File: src/rtl/pwr_state_pkg.sv
package pwr_state_pkg;
  localparam int STATE_W = 3;

  typedef enum logic [STATE_W-1:0] {
    PS_FULL = 3'd0,
    PS_C2   = 3'd1,
    PS_C3   = 3'd2,
    PS_S1   = 3'd3,
    PS_S3   = 3'd4,
    PS_S4   = 3'd5,
    PS_S5   = 3'd6,
    PS_G3   = 3'd7
  } pwr_state_e;
endpackage

File: src/rtl/sleep_decoder.sv
module sleep_decoder
  import pwr_state_pkg::*;
(
  input  logic [STATE_W-1:0] slp_typ,
  output logic               target_ok,
  output pwr_state_e         target
);
  always_comb begin
    target_ok = (slp_typ != PS_FULL) && (slp_typ != PS_G3);
    target    = pwr_state_e'(slp_typ);
  end
endmodule

File: src/rtl/wake_qualifier.sv
module wake_qualifier #(
  parameter int NUM_WAKE = 7
) (
  input  logic [NUM_WAKE-1:0] wake_evt,
  input  logic [NUM_WAKE-1:0] wake_en,
  output logic                wake_any
);
  logic [NUM_WAKE-1:0] hit;

  for (genvar i = 0; i < NUM_WAKE; i++) begin : g_gate
    assign hit[i] = wake_evt[i] & wake_en[i];
  end

  assign wake_any = |hit;
endmodule

File: src/rtl/rail_decoder.sv
module rail_decoder
  import pwr_state_pkg::*;
(
  input  pwr_state_e state,
  output logic       main_pwr_n,
  output logic       mem_pwr_en,
  output logic       stop_clk_req
);
  always_comb begin
    main_pwr_n   = 1'b1;
    mem_pwr_en   = 1'b0;
    stop_clk_req = 1'b0;
    unique case (state)
      PS_FULL: begin
        main_pwr_n = 1'b0;
        mem_pwr_en = 1'b1;
      end
      PS_C2, PS_C3, PS_S1: begin
        main_pwr_n   = 1'b0;
        mem_pwr_en   = 1'b1;
        stop_clk_req = 1'b1;
      end
      PS_S3: mem_pwr_en = 1'b1;
      default: ;
    endcase
  end
endmodule

File: src/rtl/pwr_state_ctrl.sv
module pwr_state_ctrl
  import pwr_state_pkg::*;
#(
  parameter int NUM_WAKE = 7
) (
  input  logic                clk,
  input  logic                rst_n,
  input  logic                aux_good,
  input  logic                aux_restore_on,
  input  logic                pwr_button,
  input  logic                slp_en,
  input  logic [STATE_W-1:0]  slp_typ,
  input  logic [NUM_WAKE-1:0] wake_evt,
  input  logic [NUM_WAKE-1:0] wake_en,
  input  logic                idle_exit,
  output logic                main_pwr_n,
  output logic                mem_pwr_en,
  output logic                stop_clk_req,
  output logic [STATE_W-1:0]  state_code
);
  pwr_state_e state_q, state_d, sleep_target;
  logic       sleep_ok, wake_any;

  sleep_decoder u_sleep (
    .slp_typ   (slp_typ),
    .target_ok (sleep_ok),
    .target    (sleep_target)
  );

  wake_qualifier #(.NUM_WAKE(NUM_WAKE)) u_wake (
    .wake_evt (wake_evt),
    .wake_en  (wake_en),
    .wake_any (wake_any)
  );

  rail_decoder u_rail (
    .state        (state_q),
    .main_pwr_n   (main_pwr_n),
    .mem_pwr_en   (mem_pwr_en),
    .stop_clk_req (stop_clk_req)
  );

  always_comb begin
    state_d = state_q;
    if (!aux_good) begin
      state_d = PS_G3;
    end else begin
      unique case (state_q)
        PS_G3:   state_d = aux_restore_on ? PS_FULL : PS_S5;
        PS_FULL: if (slp_en && sleep_ok) state_d = sleep_target;
        PS_C2, PS_C3: if (idle_exit) state_d = PS_FULL;
        default: if (pwr_button || wake_any) state_d = PS_FULL;
      endcase
    end
  end

  always_ff @(posedge clk or negedge rst_n) begin
    if (!rst_n) state_q <= PS_G3;
    else        state_q <= state_d;
  end

  assign state_code = state_q;
endmodule

File: config.mk
export PLATFORM = sky130hd
export DESIGN_NAME = pwr_state_ctrl
export DESIGN_NICKNAME = d
export VERILOG_FILES = /design/src/rtl/pwr_state_pkg.sv /design/src/rtl/sleep_decoder.sv /design/src/rtl/wake_qualifier.sv /design/src/rtl/rail_decoder.sv /design/src/rtl/pwr_state_ctrl.sv
export SDC_FILE = /design/constraint.sdc
export NUM_CORES = 1
export LEC_CHECK = 0
export ABC_AREA = 1
export BUFFER_PORTS_ARGS = -buffer_cell sky130_fd_sc_hd__buf_2
export CELL_PAD_IN_SITES_DETAIL_PLACEMENT = 2
export CELL_PAD_IN_SITES_GLOBAL_PLACEMENT = 2
export CORE_UTILIZATION = 14
export DETAILED_ROUTE_END_ITERATION = 7
export GPL_ROUTABILITY_DRIVEN = 0
export PLACE_DENSITY_LB_ADDON = 0.1
export SLEW_MARGIN = 20
export SYNTH_ARGS = -nofsm -noshare
export SYNTH_HDL_FRONTEND = slang
export SYNTH_SLANG_ARGS = --single-unit
export TNS_END_PERCENT = 20
File: constraint.sdc
create_clock -name clk -period 1.3 [get_ports clk]
set_input_delay 0.26 -clock clk [delete_from_list [all_inputs] [get_ports clk]]
set_output_delay 0.26 -clock clk [all_outputs]
set_load 0.01 [all_outputs]
==> results of run 1 <==
## stage by stage
stage	power [mW]	TNS, ns	std cells	utilization	hold slack [ns]
floorplan	0.560	0	64	-	0.112
global placement	0.766	0	120	0.228	0.234
detailed placement	0.766	0	120	0.228	0.235
CTS	0.997	-0.0695	127	0.252	0.335
global route	1.11	-0.436	127	0.254	0.337
finish	0.996	-0.0440	127	0.254	0.331
## cells by family (layout without fill, tap and decap cells)
logic type / count (synthesis) / after routing / share of synthesized area
flip-flops: 3 / 3 / 0.237
AND/OR/NAND/NOR: 44 / 44 / 0.556
AO/OA/AOI/OAI: 4 / 4 / 0.0601
buffers and inverters: 13 / 48 / 0.147
## power by group through the flow
| stage | Combinational [mW] | Sequential (mW) | Clock, mW |
|---|---|---|---|
| final | 0.583 | 0.246 | 0.167 |
| after global routing | 0.658 | 0.261 | 0.193 |
| after CTS | 0.578 | 0.245 | 0.174 |
| after detailed placement | 0.505 | 0.261 | 0 |
| after global placement | 0.509 | 0.258 | 0 |
| after floorplan | 0.295 | 0.265 | 0 |
## cells in the mapped netlist
cell	n
nor2_2	1
a21oi_1	1
o21ai_0	3
dfstp_2	3
clkbuf_1	1
nand3_2	1
nand3_1	7
nand2_1	27
inv_1	12
nor2_1	7
nand2_2	1
## cell type report
| cell class | instances | area [um^2] |
|---|---|---|
| timing repair buffer | 32 | 170 |
| sequential | 3 | 78.8 |
| tap | 28 | 35.0 |
| multi-input combinational | 48 | 213 |
| inverter | 12 | 45.0 |
| fill | 312 | 1670 |
| clock buffer | 4 | 26.3 |
## routing by layer
layer,wire (um),part of all wire,GRT usage
met1,489,0.42,0.116
met2,596,0.51,0.189
met3,72,0.061,0.0333
met4,14,0.012,0.0556
met5,0,0,0
## path summary, 6_finish.rpt
path                                  to  slack [ns]
setup / recovery            stop_clk_req       -0.02
hold / removal             state_code[0]        0.33
setup reg to reg           state_code[1]        0.01
hold reg to reg            state_code[2]        0.54
max in group asynchronous  state_code[2]        0.75
min in group asynchronous  state_code[1]        0.53
## what timing repair did
item / CTS / global route
setup endpoints to repair: 2 / 5
hold buffers: 1 / 0
setup buffers: 2 / 0
endpoints found under the hold margin: 3 / 0
pin swaps: 1 / 1
cloned: 0 / 0
resized for setup: 2 / 2
## worst max-delay path, delay by kind of cell, from the launching register on
kind | cells | cell delay (ns)
flip-flops | 1 | 0.56
AND/OR/NAND/NOR | 2 | 0.14
buffers and inverters | 1 | 0.13
==> flow_metrics.tcl, run 1 <==
set metrics [dict create \
    status "finished, violations left" \
    violations "setup timing" \
    hold_viol_final 0 \
    path_common_cell "nor2_1" \
    syn_nets 88 \
    setup_slack_ns -0.0224 \
    critPathLaunchType "register" \
    finalInstanceArea_um2 568 \
    numCtsBuffers 3 \
    grt_pass1_wl_um 2040 \
    overflow 0 \
    routedWlPerCell_um 9.24 \
    power_density_nw_per_um2 1750 \
    period_minus_slack_ns 1.32 \
    clkPwrFrac 0.167 \
    routed_wl_um 1170 \
    via_per_inst 4.14 \
    syn-cell-area_um2 333 \
    place_area_um2 509 \
    post-place-ws_ns 0.0611 \
    root_buffer "clkbuf_4" \
    maxSlewHeadroom 0.851 \
    area_delta_synth_final_pct 70.7 \
    crit_chain "nor2_1 -> nor2_1 -> buf_2" \
    worstSkewPairLatency_ns 0.24 \
    rsz0062_at_grt "yes" \
    irDropWorstVdd_mv 0.515 \
    initialDrtViolationCount 3 \
    drc 0 \
    grt_max_degree 9 \
    p_int_uw 537 \
    vias 526 \
    synth_top_area_frac 0.305 \
    fin_worst_skew_ns 0.00533 \
    worst_pin_slew_ns 0.224 \
    fin_crit_sh 1.02 \
    synth_seq_cells 3 \
    final_cell_mix "29 x buf_2, 26 x nand2_1, 10 x inv_1" \
    antenna_found_initial 0 \
    critical_path.endpoint_type "output pin" \
    syn-instance-count 64 \
    worstRegToRegCells 9 \
    min_path_type "input pin to register" \
    holdPathStages 4 \
    netlist-cell-type-count 11 \
    holdCritStartpoint "aux_good" \
    p_sw_uw 459 \
    cts_buffer_depth 2 \
    final_common_cell "buf_2" \
    firstDrtPassIters 3 \
    critPathKind "register to output pin" \
    setup_viol 2 \
    required_ns 1.04 \
    swShare 0.461 \
    slowest_stage "dfstp_2" \
    cp.arrival_ns 1.06 \
    rows 17 \
    clk_pin_slew_ns 0.04 \
    ys_seq_area_frac 0.237 \
    timing.fmax_mhz 756 \
    largest_reg_flops 3 \
    initial_core_util 0.149 \
    cts.sinks 3 \
    drive_gt1_frac 0.434 \
    hpwlAfterDp_um 1000 \
    fp.dieW_um 50.8 \
    critical_path.max_stage_delay_ns 0.56 \
    boundaryPins 30 \
    avgSynthCellArea_um2 5.20 \
    cap_violations 0 \
    synth_warnings 0 \
    drt.antenna.violating_nets 0 \
    slew_violations 0 \
    pwr-share-seq 0.247 \
    yosysTopAreaCell "nand2_1" \
    power.leakage_nw 0.349 \
    cts_tree "yes" \
    power_frac_comb 0.586 \
    track_usage 0.108 \
    synthTopCellsByArea "nand2_1 30%, dfstp_2 24%, inv_1 14%, nand3_1 11%, nor2_1 7.9%" \
    coreArea_um2 2230 \
    io_buffers 29 \
    grt_pass1_vias 502 \
    antenna_cells 0 \
    crit_start "state_code[1]" \
    nets 124 \
    worstPathMaxFanout 4 \
    cts_htree_levels 1 \
    dieArea_um2 2580 \
    r2r_start "state_code[1]" \
    die_height_um 50.8 \
]
(Power assumes the default switching activity.)
==> inputs of run 2 (changes only) <==
- CORE_ASPECT_RATIO: default -> 1.4
==> run 2 against run 1 <==
Against the previous run: the flow still finishes with violations (setup timing); first-iteration DRC count grew to 3.0 times the previous value; clock skew is 0.0036 ns lower; critical endpoint is now mem_pwr_en; via count decreased by 0.76%; hold slack gained 0.0066 ns; power rose by 4.2%; cell count decreased by 3.9%; clock power about the same; sequential share of layout area is 0.21 points lower; global-route usage down 0.64 points; setup slack lost 0.030 ns; highest routed layer unchanged; register-to-register slack gained 0.02 ns; non-clock buffer count grew 1.
==> flow_metrics.tcl, run 2 (same netlist as run 1, synthesis figures left out) <==
set metrics [dict create \
    status "finished, violations left" \
    violations "setup timing" \
    hold_viol_final 0 \
    cap_violations 0 \
    antenna_found_initial 0 \
    cts_tree "yes" \
    worstRegToRegCells 8 \
    clkPwrFrac 0.159 \
    largest_reg_flops 3 \
    worstPathMaxFanout 5 \
    slew_violations 0 \
    dieArea_um2 2580 \
    fin_worst_skew_ns 0.00168 \
    route.met3.wl_um 65 \
    wl_met2_um 635 \
    antenna_cells 0 \
    setup_slack_ns -0.0526 \
    power_density_nw_per_um2 1800 \
    clk_pin_slew_ns 0.04 \
    fp.dieW_um 43.2 \
    coreArea_um2 2200 \
    final_cell_mix "29 x buf_2, 26 x nand2_1, 10 x inv_1" \
    drt.antenna.violating_nets 0 \
    timing.fmax_mhz 739 \
    finalInstanceArea_um2 577 \
    area_delta_synth_final_pct 73.3 \
    via_per_inst 4.28 \
    vias 522 \
    fin_crit_sh 1.04 \
    initialDrtViolationCount 9 \
    tns_ns -0.0814 \
    hpwlAfterDp_um 985 \
    nets 125 \
    numCtsBuffers 3 \
    die_height_um 59.7 \
    irDropWorstVdd_mv 0.390 \
    root_buffer "clkbuf_4" \
    io_buffers 29 \
    boundaryPins 30 \
    firstDrtPassIters 3 \
    post-place-ws_ns 0.0577 \
    place_area_um2 502 \
    rsz0062_at_grt "yes" \
    drc 0 \
    critical_path.endpoint_type "output pin" \
    setup_viol 2 \
    finalPower_mw 1.04 \
    grt_pass1_vias 530 \
    holdPathStages 4 \
    worstSkewPairLatency_ns 0.23 \
    required_ns 1.04 \
    power.leakage_nw 0.353 \
    initial_core_util 0.151 \
    period_minus_slack_ns 1.35 \
    cts_htree_levels 1 \
    swShare 0.457 \
    routed_wl_um 1110 \
    drt-met1-wl_um 386 \
    cp.arrival_ns 1.09 \
    routed.top_layer "met4" \
    maxSlewHeadroom 0.887 \
    routedWlPerCell_um 9.07 \
    p_int_uw 564 \
    overflow 0 \
    critPathLaunchType "register" \
    min_path_type "input pin to register" \
    pwr-share-seq 0.255 \
    rows 20 \
    worst_pin_slew_ns 0.168 \
    critPathKind "register to output pin" \
    grt_max_degree 9 \
    final_common_cell "buf_2" \
    track_usage 0.102 \
    drive_gt1_frac 0.470 \
    p_sw_uw 474 \
    cts_buffer_depth 2 \
    power_frac_comb 0.585 \
    cts.sinks 3 \
    grt_pass1_wl_um 2040 \
]
run 2: worst max-delay path: stages (launching register included):
cell	delay [ns]
dfstp_2	0.57
inv_2	0.04
nand2_2	0.06
nand2_1	0.05
buf_2	0.14
run 2: metrics by stage:
step / hold slack (ns) / cells / util
global placement: 0.233 / 114 / 0.228
floorplan: 0.112 / 64 / -
finish: 0.338 / 122 / 0.262
global route: 0.395 / 122 / 0.262
CTS: 0.355 / 122 / 0.256
detailed placement: 0.233 / 114 / 0.228
run 2: cell type report:
cell class	instances	area, um^2
Tap cell	22	27.5
Sequential cell	3	78.8
Inverter	12	45.0
Clock buffer	4	26.3
Timing Repair Buffer	33	178
Fill cell	298	1630
Multi-Input combinational cell	48	221
run 2: final timing paths:
kind	startpoint	to	slack, ns
max	state_code[1]	mem_pwr_en	-0.05
min	aux_good	state_code[0]	0.34
max reg2reg	state_code[1]	state_code[2]	0.03
min reg2reg	state_code[2]	state_code[2]	0.55
max in group asynchronous	rst_n	state_code[0]	0.75
min in group asynchronous	rst_n	state_code[2]	0.52
run 2: power groups by stage:
stage | clock network, mW | registers (mW) | logic (mW)
2_1_floorplan | 0 | 0.265 | 0.295
3_3_place_gp | 0 | 0.260 | 0.506
3_5_place_dp | 0 | 0.263 | 0.504
4_1_cts | 0.171 | 0.255 | 0.593
5_1_grt | 0.177 | 0.284 | 0.694
6_report | 0.165 | 0.265 | 0.608
run 2: timing repair:
item	CTS	global route
endpoints found under the setup margin	2	5
gates resized for setup	2	5
hold buffers	1	0
pin swaps	1	2
setup buffers	3	0
hold endpoints to repair	3	0
run 2: routing by layer:
metal	track usage	up-vias
li1	-	263
met1	0.107	237
met2	0.203	20
met3	0.00906	2
met4	0.0390	0
met5	0	-
==> inputs of run 3 (changes only) <==
- SETUP_SLACK_MARGIN: default -> 0.4
==> run 3 against run 2 <==
Against the previous run: the run still ends with setup timing left; critical path depth did not move; hold slack improved by 0.028 ns; clock-buffer cell count did not move; sequential share of layout area rose by 0.46 points; power fell by 5.3%; combinational power fell by 5.9%; utilization fell by 0.85 points; critical endpoint unchanged; highest routed layer is now met3.
==> flow_metrics.tcl, run 3 (same netlist as run 1, synthesis figures left out) <==
set metrics [dict create \
    status "finished, violations left" \
    violations "setup timing" \
    routedWlPerCell_um 9.20 \
    cap_violations 0 \
    setup_viol 2 \
    worst_pin_slew_ns 0.210 \
    worstPathMaxFanout 5 \
    maxSlewHeadroom 0.858 \
    routed_wl_um 1110 \
    cts_tree "yes" \
    cts_htree_levels 1 \
    critical_path.endpoint_type "output pin" \
    period_minus_slack_ns 1.33 \
    worstRegToRegCells 7 \
    cts.sinks 3 \
    power.leakage_nw 0.347 \
    drc 0 \
    area_delta_synth_final_pct 67.7 \
    final_common_cell "buf_2" \
    die_height_um 59.7 \
    io_buffers 29 \
    antenna_found_initial 0 \
    r2r-end "state_code[0]" \
    drt.antenna.violating_nets 0 \
    timing.fmax_mhz 751 \
    post-route-util 0.253 \
    required_ns 1.04 \
    nets 124 \
    hold_viol_final 0 \
    power_density_nw_per_um2 1760 \
    cp.arrival_ns 1.07 \
    final_cell_mix "29 x buf_2, 25 x nand2_1, 10 x inv_1" \
    critPathKind "register to output pin" \
    seq_area_um2 78.8 \
    min_path_type "input pin to register" \
    grt_pass1_wl_um 2170 \
    dieArea_um2 2580 \
    nFillCells 304 \
    root_buffer "clkbuf_4" \
    boundaryPins 30 \
    min_to "state_code[0]" \
    largest_reg_flops 3 \
    hold-worst-slack_ns 0.366 \
    hpwlAfterDp_um 1010 \
    antenna_cells 0 \
    clk_pin_slew_ns 0.04 \
    r2r_start "state_code[1]" \
    grt_max_degree 9 \
    post-place-ws_ns 0.0340 \
    holdPathStages 4 \
    vias 507 \
    initial_core_util 0.151 \
    overflow 0 \
    slew_violations 0 \
    fp.dieW_um 43.2 \
    fin_crit_sh 1.02 \
    holdCritStartpoint "aux_good" \
    worstSkewPairLatency_ns 0.23 \
    numCtsBuffers 3 \
    setup_slack_ns -0.0309 \
    coreArea_um2 2200 \
    track_usage 0.111 \
    fin_worst_skew_ns 0.00223 \
    grt_pass1_vias 564 \
    cts_buffer_depth 2 \
    irDropWorstVdd_mv 0.403 \
    rows 20 \
    reg2reg_slack_ns 0.01 \
    firstDrtPassIters 2 \
    via_per_inst 4.19 \
    drive_gt1_frac 0.444 \
    rsz0062_at_grt "yes" \
    initialDrtViolationCount 16 \
    multi_input_area_um2 210 \
    critPathLaunchType "register" \
]
-- run 3: changes by cell type in the layout (fill, tap and decap cells not counted) --
cell	previous run	this run
a21oi_1	0	1
a21oi_2	1	0
buf_4	3	2
nand2_1	26	25
nand2_2	2	3
nor2_1	5	7
nor2_2	2	1
nor2_4	1	0
o21ai_0	3	2
o21ai_1	0	1
-- run 3: layout make-up --
class | instances | area share
flip-flops and latches | 3 | 0.141
multi-input cells | 48 | 0.377
repair buffers | 32 | 0.305
inverters | 12 | 0.0807
well taps | 22 | 0.0493
clock buffers | 4 | 0.0471
-- run 3: power breakdown --
| part | internal [mW] | switching [mW] |
|---|---|---|
| logic | 0.243 | 0.329 |
| clock network | 0.115 | 0.0432 |
| registers | 0.177 | 0.0759 |
-- run 3: critical path, cell delays in order, from the launching register on --
cell and delay (ns):
dfstp_2 0.56, inv_2 0.04, nand2_2 0.06, nand2_1 0.04
buf_2 0.13
-- run 3: worst max path at each step --
stage                     cells past startpoint  slack, ns       endpoint           from
after CTS                                     4      -0.06     mem_pwr_en  state_code[0]
after global placement                        8       0.04  state_code[2]  state_code[2]
final                                         4      -0.03     mem_pwr_en  state_code[1]
after detailed placement                      8       0.03  state_code[2]  state_code[2]
after floorplan                               8       0.17  state_code[2]  state_code[0]
after global routing                          7      -0.11  state_code[1]  state_code[1]
-- run 3: per-stage QoR --
| stage | TNS, ns | instances | cell area (um^2) | power (mW) |
|---|---|---|---|---|
| after floorplan | 0 | 64 | 333 | 0.560 |
| after global placement | 0 | 114 | 502 | 0.766 |
| after detailed placement | 0 | 114 | 502 | 0.771 |
| after CTS | -0.111 | 121 | 556 | 0.999 |
| after global routing | -0.501 | 121 | 558 | 1.10 |
| final | -0.0568 | 121 | 558 | 0.983 |
-- run 3: what timing repair did --
item,in CTS,in global routing
setup buffers,2,0
hold buffers,1,0
gates resized for setup,1,4
hold endpoints to repair,3,0
endpoints found under the setup margin,9,9
pin swaps,2,0
-- run 3: metal layers --
layer  wire [um]  global-route usage  vias to the layer above
li1            -                   -                      260
met1         401               0.105                      229
met2         650               0.220                       18
met3          61              0.0211                        0
met4           0              0.0519                        0
met5           0                   0                        -
